`src/rtl/simt_mask_pkg.sv`:
```
package simt_mask_pkg;

  typedef enum logic [2:0] {
    EV_NONE    = 3'd0,
    EV_IF      = 3'd1,
    EV_ELSE    = 3'd2,
    EV_ENDIF   = 3'd3,
    EV_LOOP    = 3'd4,
    EV_BREAK   = 3'd5,
    EV_ENDLOOP = 3'd6
  } evtKind_e;

  typedef enum logic [2:0] {
    M_KEEP,
    M_TAKEN,
    M_DEFER,
    M_SAVED,
    M_CLEAR
  } maskSel_e;

  typedef struct packed {
    logic     push;
    logic     pushLoop;
    logic     pop;
    logic     brk;
    maskSel_e sel;
    logic     setOvf;
    logic     setUdf;
  } strobe_t;

endpackage

```
`src/rtl/simt_mask_ctrl.sv`:
```
module simt_mask_ctrl
  import simt_mask_pkg::*;
(
  input  logic       evtValid,
  input  logic [2:0] evtKind,
  input  logic       full,
  input  logic       empty,
  input  logic       topLoop,
  input  logic       takenEmpty,
  input  logic       clearEmpty,
  input  logic       deferEmpty,
  output strobe_t    st,
  output logic       branchSkip,
  output logic       loopExit,
  output logic       loopBack
);

  always_comb begin
    st         = '0;
    st.sel     = M_KEEP;
    branchSkip = 1'b0;
    loopExit   = 1'b0;
    loopBack   = 1'b0;
    if (evtValid) begin
      case (evtKind_e'(evtKind))
        EV_IF: begin
          if (full) st.setOvf = 1'b1;
          else begin
            st.push    = 1'b1;
            st.sel     = M_TAKEN;
            branchSkip = takenEmpty;
          end
        end
        EV_ELSE: begin
          if (empty) st.setUdf = 1'b1;
          else begin
            st.sel     = M_DEFER;
            branchSkip = deferEmpty;
          end
        end
        EV_ENDIF: begin
          if (empty) st.setUdf = 1'b1;
          else begin
            st.pop = 1'b1;
            st.sel = M_SAVED;
          end
        end
        EV_LOOP: begin
          if (full) st.setOvf = 1'b1;
          else begin
            st.push     = 1'b1;
            st.pushLoop = 1'b1;
          end
        end
        EV_BREAK: begin
          if (empty) st.setUdf = 1'b1;
          else if (topLoop && clearEmpty) begin
            st.pop   = 1'b1;
            st.sel   = M_SAVED;
            loopExit = 1'b1;
          end else begin
            st.brk = 1'b1;
            st.sel = M_CLEAR;
          end
        end
        EV_ENDLOOP: begin
          if (empty) st.setUdf = 1'b1;
          else if (takenEmpty) begin
            st.pop   = 1'b1;
            st.sel   = M_SAVED;
            loopExit = 1'b1;
          end else begin
            st.sel   = M_TAKEN;
            loopBack = 1'b1;
          end
        end
        default: ;
      endcase
    end
  end

endmodule

```
`src/rtl/simt_mask_data.sv`:
```
module simt_mask_data
  import simt_mask_pkg::*;
#(
  parameter int LANES = 32,
  parameter int DEPTH = 8,
  parameter int PCW   = 16,
  localparam int SPW  = $clog2(DEPTH + 1),
  localparam int IW   = (DEPTH > 1) ? $clog2(DEPTH) : 1
) (
  input  logic             clk,
  input  logic             rstN,
  input  strobe_t          st,
  input  logic [LANES-1:0] pred,
  input  logic [PCW-1:0]   tgtPc,
  output logic [LANES-1:0] activeMask,
  output logic [PCW-1:0]   topReconv,
  output logic [SPW-1:0]   depth,
  output logic             full,
  output logic             empty,
  output logic             topLoop,
  output logic             takenEmpty,
  output logic             clearEmpty,
  output logic             deferEmpty,
  output logic             ovfErr,
  output logic             udfErr
);

  logic [LANES-1:0] savedQ  [DEPTH];
  logic [LANES-1:0] deferQ  [DEPTH];
  logic [PCW-1:0]   reconvQ [DEPTH];
  logic [DEPTH-1:0] loopQ;
  logic [LANES-1:0] activeQ, nextActive, taken, cleared, topSaved, topDefer;
  logic [SPW-1:0]   sp;
  logic [IW-1:0]    topIdx;
  logic [DEPTH-1:0] aboveLoop;
  logic             loopSeen;

  assign topIdx   = IW'(sp - SPW'(1));
  assign empty    = (sp == '0);
  assign full     = (sp == SPW'(DEPTH));
  assign taken    = activeQ & pred;
  assign cleared  = activeQ & ~pred;
  assign topSaved = empty ? '1 : savedQ[topIdx];
  assign topDefer = empty ? '0 : deferQ[topIdx];
  assign topLoop  = !empty && loopQ[topIdx];
  assign topReconv = empty ? '0 : reconvQ[topIdx];
  assign takenEmpty = (taken == '0);
  assign clearEmpty = (cleared == '0);
  assign deferEmpty = (topDefer == '0);
  assign activeMask = activeQ;
  assign depth      = sp;

  // Records opened after the innermost loop record: a break scrubs these.
  always_comb begin
    aboveLoop = '0;
    loopSeen  = 1'b0;
    for (int i = DEPTH - 1; i >= 0; i--) begin
      if (i < int'(sp) && !loopSeen) begin
        if (loopQ[i]) loopSeen = 1'b1;
        else          aboveLoop[i] = 1'b1;
      end
    end
    if (!loopSeen) aboveLoop = '0;
  end

  always_comb begin
    case (st.sel)
      M_TAKEN: nextActive = taken;
      M_DEFER: nextActive = topDefer;
      M_SAVED: nextActive = topSaved;
      M_CLEAR: nextActive = cleared;
      default: nextActive = activeQ;
    endcase
  end

  always_ff @(posedge clk or negedge rstN) begin
    if (!rstN) begin
      activeQ <= '1;
      sp      <= '0;
      ovfErr  <= 1'b0;
      udfErr  <= 1'b0;
    end else begin
      activeQ <= nextActive;
      if (st.push)     sp <= sp + SPW'(1);
      else if (st.pop) sp <= sp - SPW'(1);
      if (st.setOvf) ovfErr <= 1'b1;
      if (st.setUdf) udfErr <= 1'b1;
    end
  end

  always_ff @(posedge clk or negedge rstN) begin
    if (!rstN) begin
      loopQ <= '0;
      for (int i = 0; i < DEPTH; i++) begin
        savedQ[i]  <= '1;
        deferQ[i]  <= '0;
        reconvQ[i] <= '0;
      end
    end else begin
      for (int i = 0; i < DEPTH; i++) begin
        if (st.push && sp == SPW'(i)) begin
          savedQ[i]  <= activeQ;
          deferQ[i]  <= st.pushLoop ? '0 : cleared;
          reconvQ[i] <= tgtPc;
          loopQ[i]   <= st.pushLoop;
        end else if (st.brk && aboveLoop[i]) begin
          savedQ[i] <= savedQ[i] & ~taken;
          deferQ[i] <= deferQ[i] & ~taken;
        end
      end
    end
  end

endmodule

```
`src/rtl/simt_mask_stack.sv`:
```
module simt_mask_stack
  import simt_mask_pkg::*;
#(
  parameter int LANES = 32,
  parameter int DEPTH = 8,
  parameter int PCW   = 16
) (
  input  logic                       clk,
  input  logic                       rstN,
  input  logic                       evtValid,
  input  logic [2:0]                 evtKind,
  input  logic [LANES-1:0]           pred,
  input  logic [PCW-1:0]             tgtPc,
  input  logic                       memReq,
  output logic [LANES-1:0]           activeMask,
  output logic [LANES-1:0]           memEn,
  output logic [PCW-1:0]             reconvPc,
  output logic [$clog2(DEPTH+1)-1:0] depth,
  output logic                       branchSkip,
  output logic                       loopExit,
  output logic                       loopBack,
  output logic                       ovfErr,
  output logic                       udfErr
);

  strobe_t st;
  logic full, empty, topLoop, takenEmpty, clearEmpty, deferEmpty;

  simt_mask_ctrl uCtrl (
    .evtValid  (evtValid),
    .evtKind   (evtKind),
    .full      (full),
    .empty     (empty),
    .topLoop   (topLoop),
    .takenEmpty(takenEmpty),
    .clearEmpty(clearEmpty),
    .deferEmpty(deferEmpty),
    .st        (st),
    .branchSkip(branchSkip),
    .loopExit  (loopExit),
    .loopBack  (loopBack)
  );

  simt_mask_data #(.LANES(LANES), .DEPTH(DEPTH), .PCW(PCW)) uData (
    .clk       (clk),
    .rstN      (rstN),
    .st        (st),
    .pred      (pred),
    .tgtPc     (tgtPc),
    .activeMask(activeMask),
    .topReconv (reconvPc),
    .depth     (depth),
    .full      (full),
    .empty     (empty),
    .topLoop   (topLoop),
    .takenEmpty(takenEmpty),
    .clearEmpty(clearEmpty),
    .deferEmpty(deferEmpty),
    .ovfErr    (ovfErr),
    .udfErr    (udfErr)
  );

  assign memEn = memReq ? activeMask : '0;

endmodule

```
`config.mk`:
```
export PLATFORM = sky130hd
export DESIGN_NAME = simt_mask_stack
export DESIGN_NICKNAME = d
export VERILOG_FILES = /design/src/rtl/simt_mask_pkg.sv /design/src/rtl/simt_mask_ctrl.sv /design/src/rtl/simt_mask_data.sv /design/src/rtl/simt_mask_stack.sv
export SDC_FILE = /design/constraint.sdc
export NUM_CORES = 2
export LEC_CHECK = 0
export BUFFER_PORTS_ARGS = -buffer_cell sky130_fd_sc_hd__buf_2
export CAP_MARGIN = 25
export CORE_MARGIN = 2
export CORE_UTILIZATION = 55
export CTS_CLUSTER_DIAMETER = 150
export CTS_CLUSTER_SIZE = 14
export DETAILED_ROUTE_END_ITERATION = 8
export HOLD_SLACK_MARGIN = 0.05
export PLACE_DENSITY = 0.73
export SLEW_MARGIN = 10
export SYNTH_ARGS = -nofsm -noshare
export SYNTH_HDL_FRONTEND = slang
export SYNTH_HIERARCHICAL = 1
export SYNTH_SLANG_ARGS = --single-unit
```
`constraint.sdc`:
```
create_clock -name clk -period 8.48 [get_ports clk]
set_input_delay 1.272 -clock clk [delete_from_list [all_inputs] [get_ports clk]]
set_output_delay 1.272 -clock clk [all_outputs]
set_load 0.03 [all_outputs]
```
==> implementation parameters <==
Parameter                              Value

Hold path
  Launch instance of the worst min-delay path    uData/ovfErr$_DFFE_PN0P_
  Terminating pin of the worst hold path    uData/ovfErr$_DFFE_PN0P_
  Hold Crit Class    flip-flop to flip-flop
  Number of cells on the worst hold path    1

Drt
  DR vias    32100
  Pre-Repair DR Iteration Count    6
  Final Routed Wirelength    around 130 mm
  Wire length per cell after detailed routing    28.4 um
  Number of remaining DRC errors    0
  Drt first-iter violations    between 4000 and 5000
  Post-route antenna net violation count    0
  Average vias per placed instance    a little over 7

GRT
  Via count of the first global-routing pass    between 30000 and 40000
  Maximum number of pins on one net before global-route repair    around 140
  Global-route wire length before repair    193 mm
  Antenna violations before repair    5
  Remaining Overflow, GRT    0
  GR Util All Layers    between 30% and 40%

Clock network
  Clock transition at the register clock pins on the worst setup and hold paths after CTS    ~70 ps
  Clock Sink Count    686
  Post-cts repair resize count    0
  H-Tree Depth    2
  Post-CTS Hold Buffers    0
  CTS tree    built
  Number of buffers added by the clock tree synthesis step    54
  Number of buffers added for setup after CTS    0
  Clk root buf    sky130_fd_sc_hd__clkbuf_16
  Latest clock arrival within the worst-skew pair    roughly 640 ps
  Max clock buf depth    3

Power and ir drop
  Leakage dissipation    ~16 nW
  Worst vdd ir    0.332 mV
  P per Cell Area    355 mW/mm2

Layout
  Final net count    3604
  Ratio of cells with drive above 1 in the final layout    21.9%
  Fill cells    5465
  Final design instance area without fill    0.0395 mm2
  Synthesis-to-finish area growth    7.29%

Synthesis
  Post-synthesis sequential element count    686
  Post-Syn Area per Cell    9.98 um2
  Most used standard cells in the synthesized netlist    sky130_fd_sc_hd__nand2_1, sky130_fd_sc_hd__dfrtp_1, sky130_fd_sc_hd__o211ai_1
  Yosys top cell area share    27.0%
  EDFF count, synth    0
  Predominant post-synthesis flop cell    sky130_fd_sc_hd__dfrtp_1
  YS warnings    6
  Fraction of synthesis flops using an asynchronous set or reset pin    100%
  Net Count, Synth    3750
  Count of unique library cells instantiated by Yosys    83
  Number of instances in the synthesized netlist    ~3700
  Cell area after synthesis    ~0.037 mm2
  Post-synthesis cell type with the largest combined area    sky130_fd_sc_hd__dfrtp_1
  Most area-consuming cells after synthesis    sky130_fd_sc_hd__dfrtp_1, sky130_fd_sc_hd__dfstp_2, sky130_fd_sc_hd__mux4_2
  Portion of the post-synthesis area used by sequential elements    about 48%
  Library cell with the highest instance count after synthesis    sky130_fd_sc_hd__nand2_1

Setup path
  CP required    7210 ps
  WP buf/inv    3
  Critical register-to-register path endpoint    uData/activeMask[9]$_DFFE_PN1P_
  Critical Path Source Type    flip-flop
  Critical Path AT    5320 ps
  Setup CP Type    flip-flop to primary output
  Most frequent CP cell    sky130_fd_sc_hd__nand4_1
  Startpoint of the worst register-to-register path    uData/depth[0]$_DFFE_PN0P_
  Crit end category    primary output
  Highest fanout seen on the critical path    56
  Largest delay contributor family on the critical path    buffers and inverters
  Cells along the critical path    clkinv_2, ha_4, xnor2_4, buf_4, a32oi_1, nand4_1, nand4_1, nor4_1, o21a_1, nand3b_1, a21oi_1, buf_2
  FF-to-FF path depth    12
  Slowest-stage cell, CP    sky130_fd_sc_hd__buf_4
  Internal reg-to-reg setup slack    2360 ps
  Peak per-stage delay on the critical path    ~800 ps

STA
  Top achievable clock speed    152 MHz
  RSZ-0062 raised after global routing    false
  Setup violation total in the final timing report    0
  Total negative setup slack    0 ps
  Shortest period the worst path allows    around 6600 ps
  Final period utilization    77.7%
  Pin slew with the least headroom to its limit    1210 ps
  Fin Clk Skew    about 21 ps
  Post-layout worst setup margin    1890 ps
  Final-report hold violation count    0
  Tightest slew margin relative to the limit    19.6%
  Max-slew violation count    0

Placed design
  Port-buffer cells    143
  Setup slack at placement    2550 ps
  HPWL after DPL    71.9 mm
  Area post-placement    0.0378 mm2
  Placer Congestion    0.889

Floorplanning
  Die area    0.0691 mm2
  Standard-cell rows    94
  X dimension of the die    between 200 and 300 um
  Effective utilization at floorplan    between 50% and 60%
  Chip height    263 um
  CORE AREA    0.0661 mm2
  Number of primary I/O pins    144

Run
  Max_cap viols    0

Run status
  Result of the run    complete, no violations
-- stage by stage --
step	std cells	total power, mW	utilization, %	hold WS, ps
finish	4458	14.0	59.8	462
global route	4458	14.6	59.8	486
CTS	4448	13.8	59.5	467
detailed placement	4346	11.4	57.1	450
global placement	4342	11.3	57.0	445
floorplan	3691	9.41	-	438
-- per-layer routing --
metal	track usage (%)	vias to the layer above	share of wire [%]
met5	0	-	0.014
met4	18.4	4	5.7
met3	7.79	493	12
met2	54.7	2274	45
met1	49.2	15900	38
li1	-	13400	-
-- flip-flops by register name, summed over array words and instances (netlist names) --
register and cells:
uData/activeMask 32, uData/deferQ 256, uData/depth 4, uData/loopQ 8, uData/ovfErr 1, uData/reconvQ 128, uData/savedQ 256, uData/udfErr 1
-- worst max-delay path by stage --
stage | to | from | cells after the start
2_1_floorplan | loopExit | uData/depth[0]$_DFFE_PN0P_ | 14
3_3_place_gp | uData/activeMask[20]$_DFFE_PN1P_ | pred[16] | 13
3_5_place_dp | uData/activeMask[6]$_DFFE_PN1P_ | pred[1] | 13
4_1_cts | branchSkip | uData/depth[0]$_DFFE_PN0P_ | 12
5_1_grt | branchSkip | uData/depth[0]$_DFFE_PN0P_ | 10
6_report | branchSkip | uData/depth[0]$_DFFE_PN0P_ | 12
-- layout by cell type, fill, tap and decap left out, types with 8 or more instances in the layout --
master / count
sky130_fd_sc_hd__mux4_2: 130
sky130_fd_sc_hd__nand4_1: 34
sky130_fd_sc_hd__clkbuf_1: 45
sky130_fd_sc_hd__a221oi_1: 32
sky130_fd_sc_hd__and3_1: 9
sky130_fd_sc_hd__inv_1: 40
sky130_fd_sc_hd__o31ai_1: 13
sky130_fd_sc_hd__buf_2: 142
sky130_fd_sc_hd__a21oi_1: 130
sky130_fd_sc_hd__nand2b_1: 33
sky130_fd_sc_hd__o21bai_1: 55
sky130_fd_sc_hd__nor2_1: 99
sky130_fd_sc_hd__a21boi_0: 89
sky130_fd_sc_hd__nand3_1: 52
sky130_fd_sc_hd__a32oi_1: 17
sky130_fd_sc_hd__a211oi_1: 28
sky130_fd_sc_hd__o22ai_1: 52
sky130_fd_sc_hd__o21ai_1: 176
sky130_fd_sc_hd__clkbuf_16: 57
sky130_fd_sc_hd__nand2_1: 589
sky130_fd_sc_hd__buf_4: 53
sky130_fd_sc_hd__buf_12: 9
sky130_fd_sc_hd__nor4_1: 12
sky130_fd_sc_hd__dfrtp_1: 397
sky130_fd_sc_hd__nor2b_1: 20
sky130_fd_sc_hd__nor2_4: 8
sky130_fd_sc_hd__o211ai_1: 349
sky130_fd_sc_hd__o21ai_0: 232
sky130_fd_sc_hd__and2_2: 32
sky130_fd_sc_hd__o41ai_1: 21
sky130_fd_sc_hd__mux2i_1: 87
sky130_fd_sc_hd__dfstp_2: 288
sky130_fd_sc_hd__mux2_2: 17
sky130_fd_sc_hd__a22oi_1: 121
sky130_fd_sc_hd__o22a_1: 16
-- layout make-up --
class	instances	area [um2]	share of cell area, %
inverters	42	159	0.402
multi-input cells	2547	17600	44.6
repair buffers	214	1530	3.86
diodes	3	7.51	0.0190
well taps	864	1080	2.73
flip-flops and latches	686	17500	44.3
clock buffers	102	1600	4.04
-- power by group --
group          switching (mW)  leakage (nW)  internal, mW
Sequential              0.900          7.27          4.54
Combinational            3.95          7.87          2.16
Clock                    1.23         0.756          1.26
-- kinds of logic (layout without fill, tap and decap cells) --
| family | count (synthesis) | count (layout) | synth area share [%] |
|---|---|---|---|
| multiplexers | 234 | 234 | 10.8 |
| AND/OR/NAND/NOR | 924 | 924 | 11.0 |
| XOR/XNOR | 8 | 8 | 0.262 |
| flip-flops | 686 | 686 | 47.6 |
| buffers and inverters | 458 | 358 | 5.21 |
| adder cells (fa/ha/maj) | 4 | 4 | 0.136 |
| other | 0 | 3 | 0 |
| AO/OA/AOI/OAI | 1377 | 1377 | 25.0 |
(Power assumes the default switching activity.)
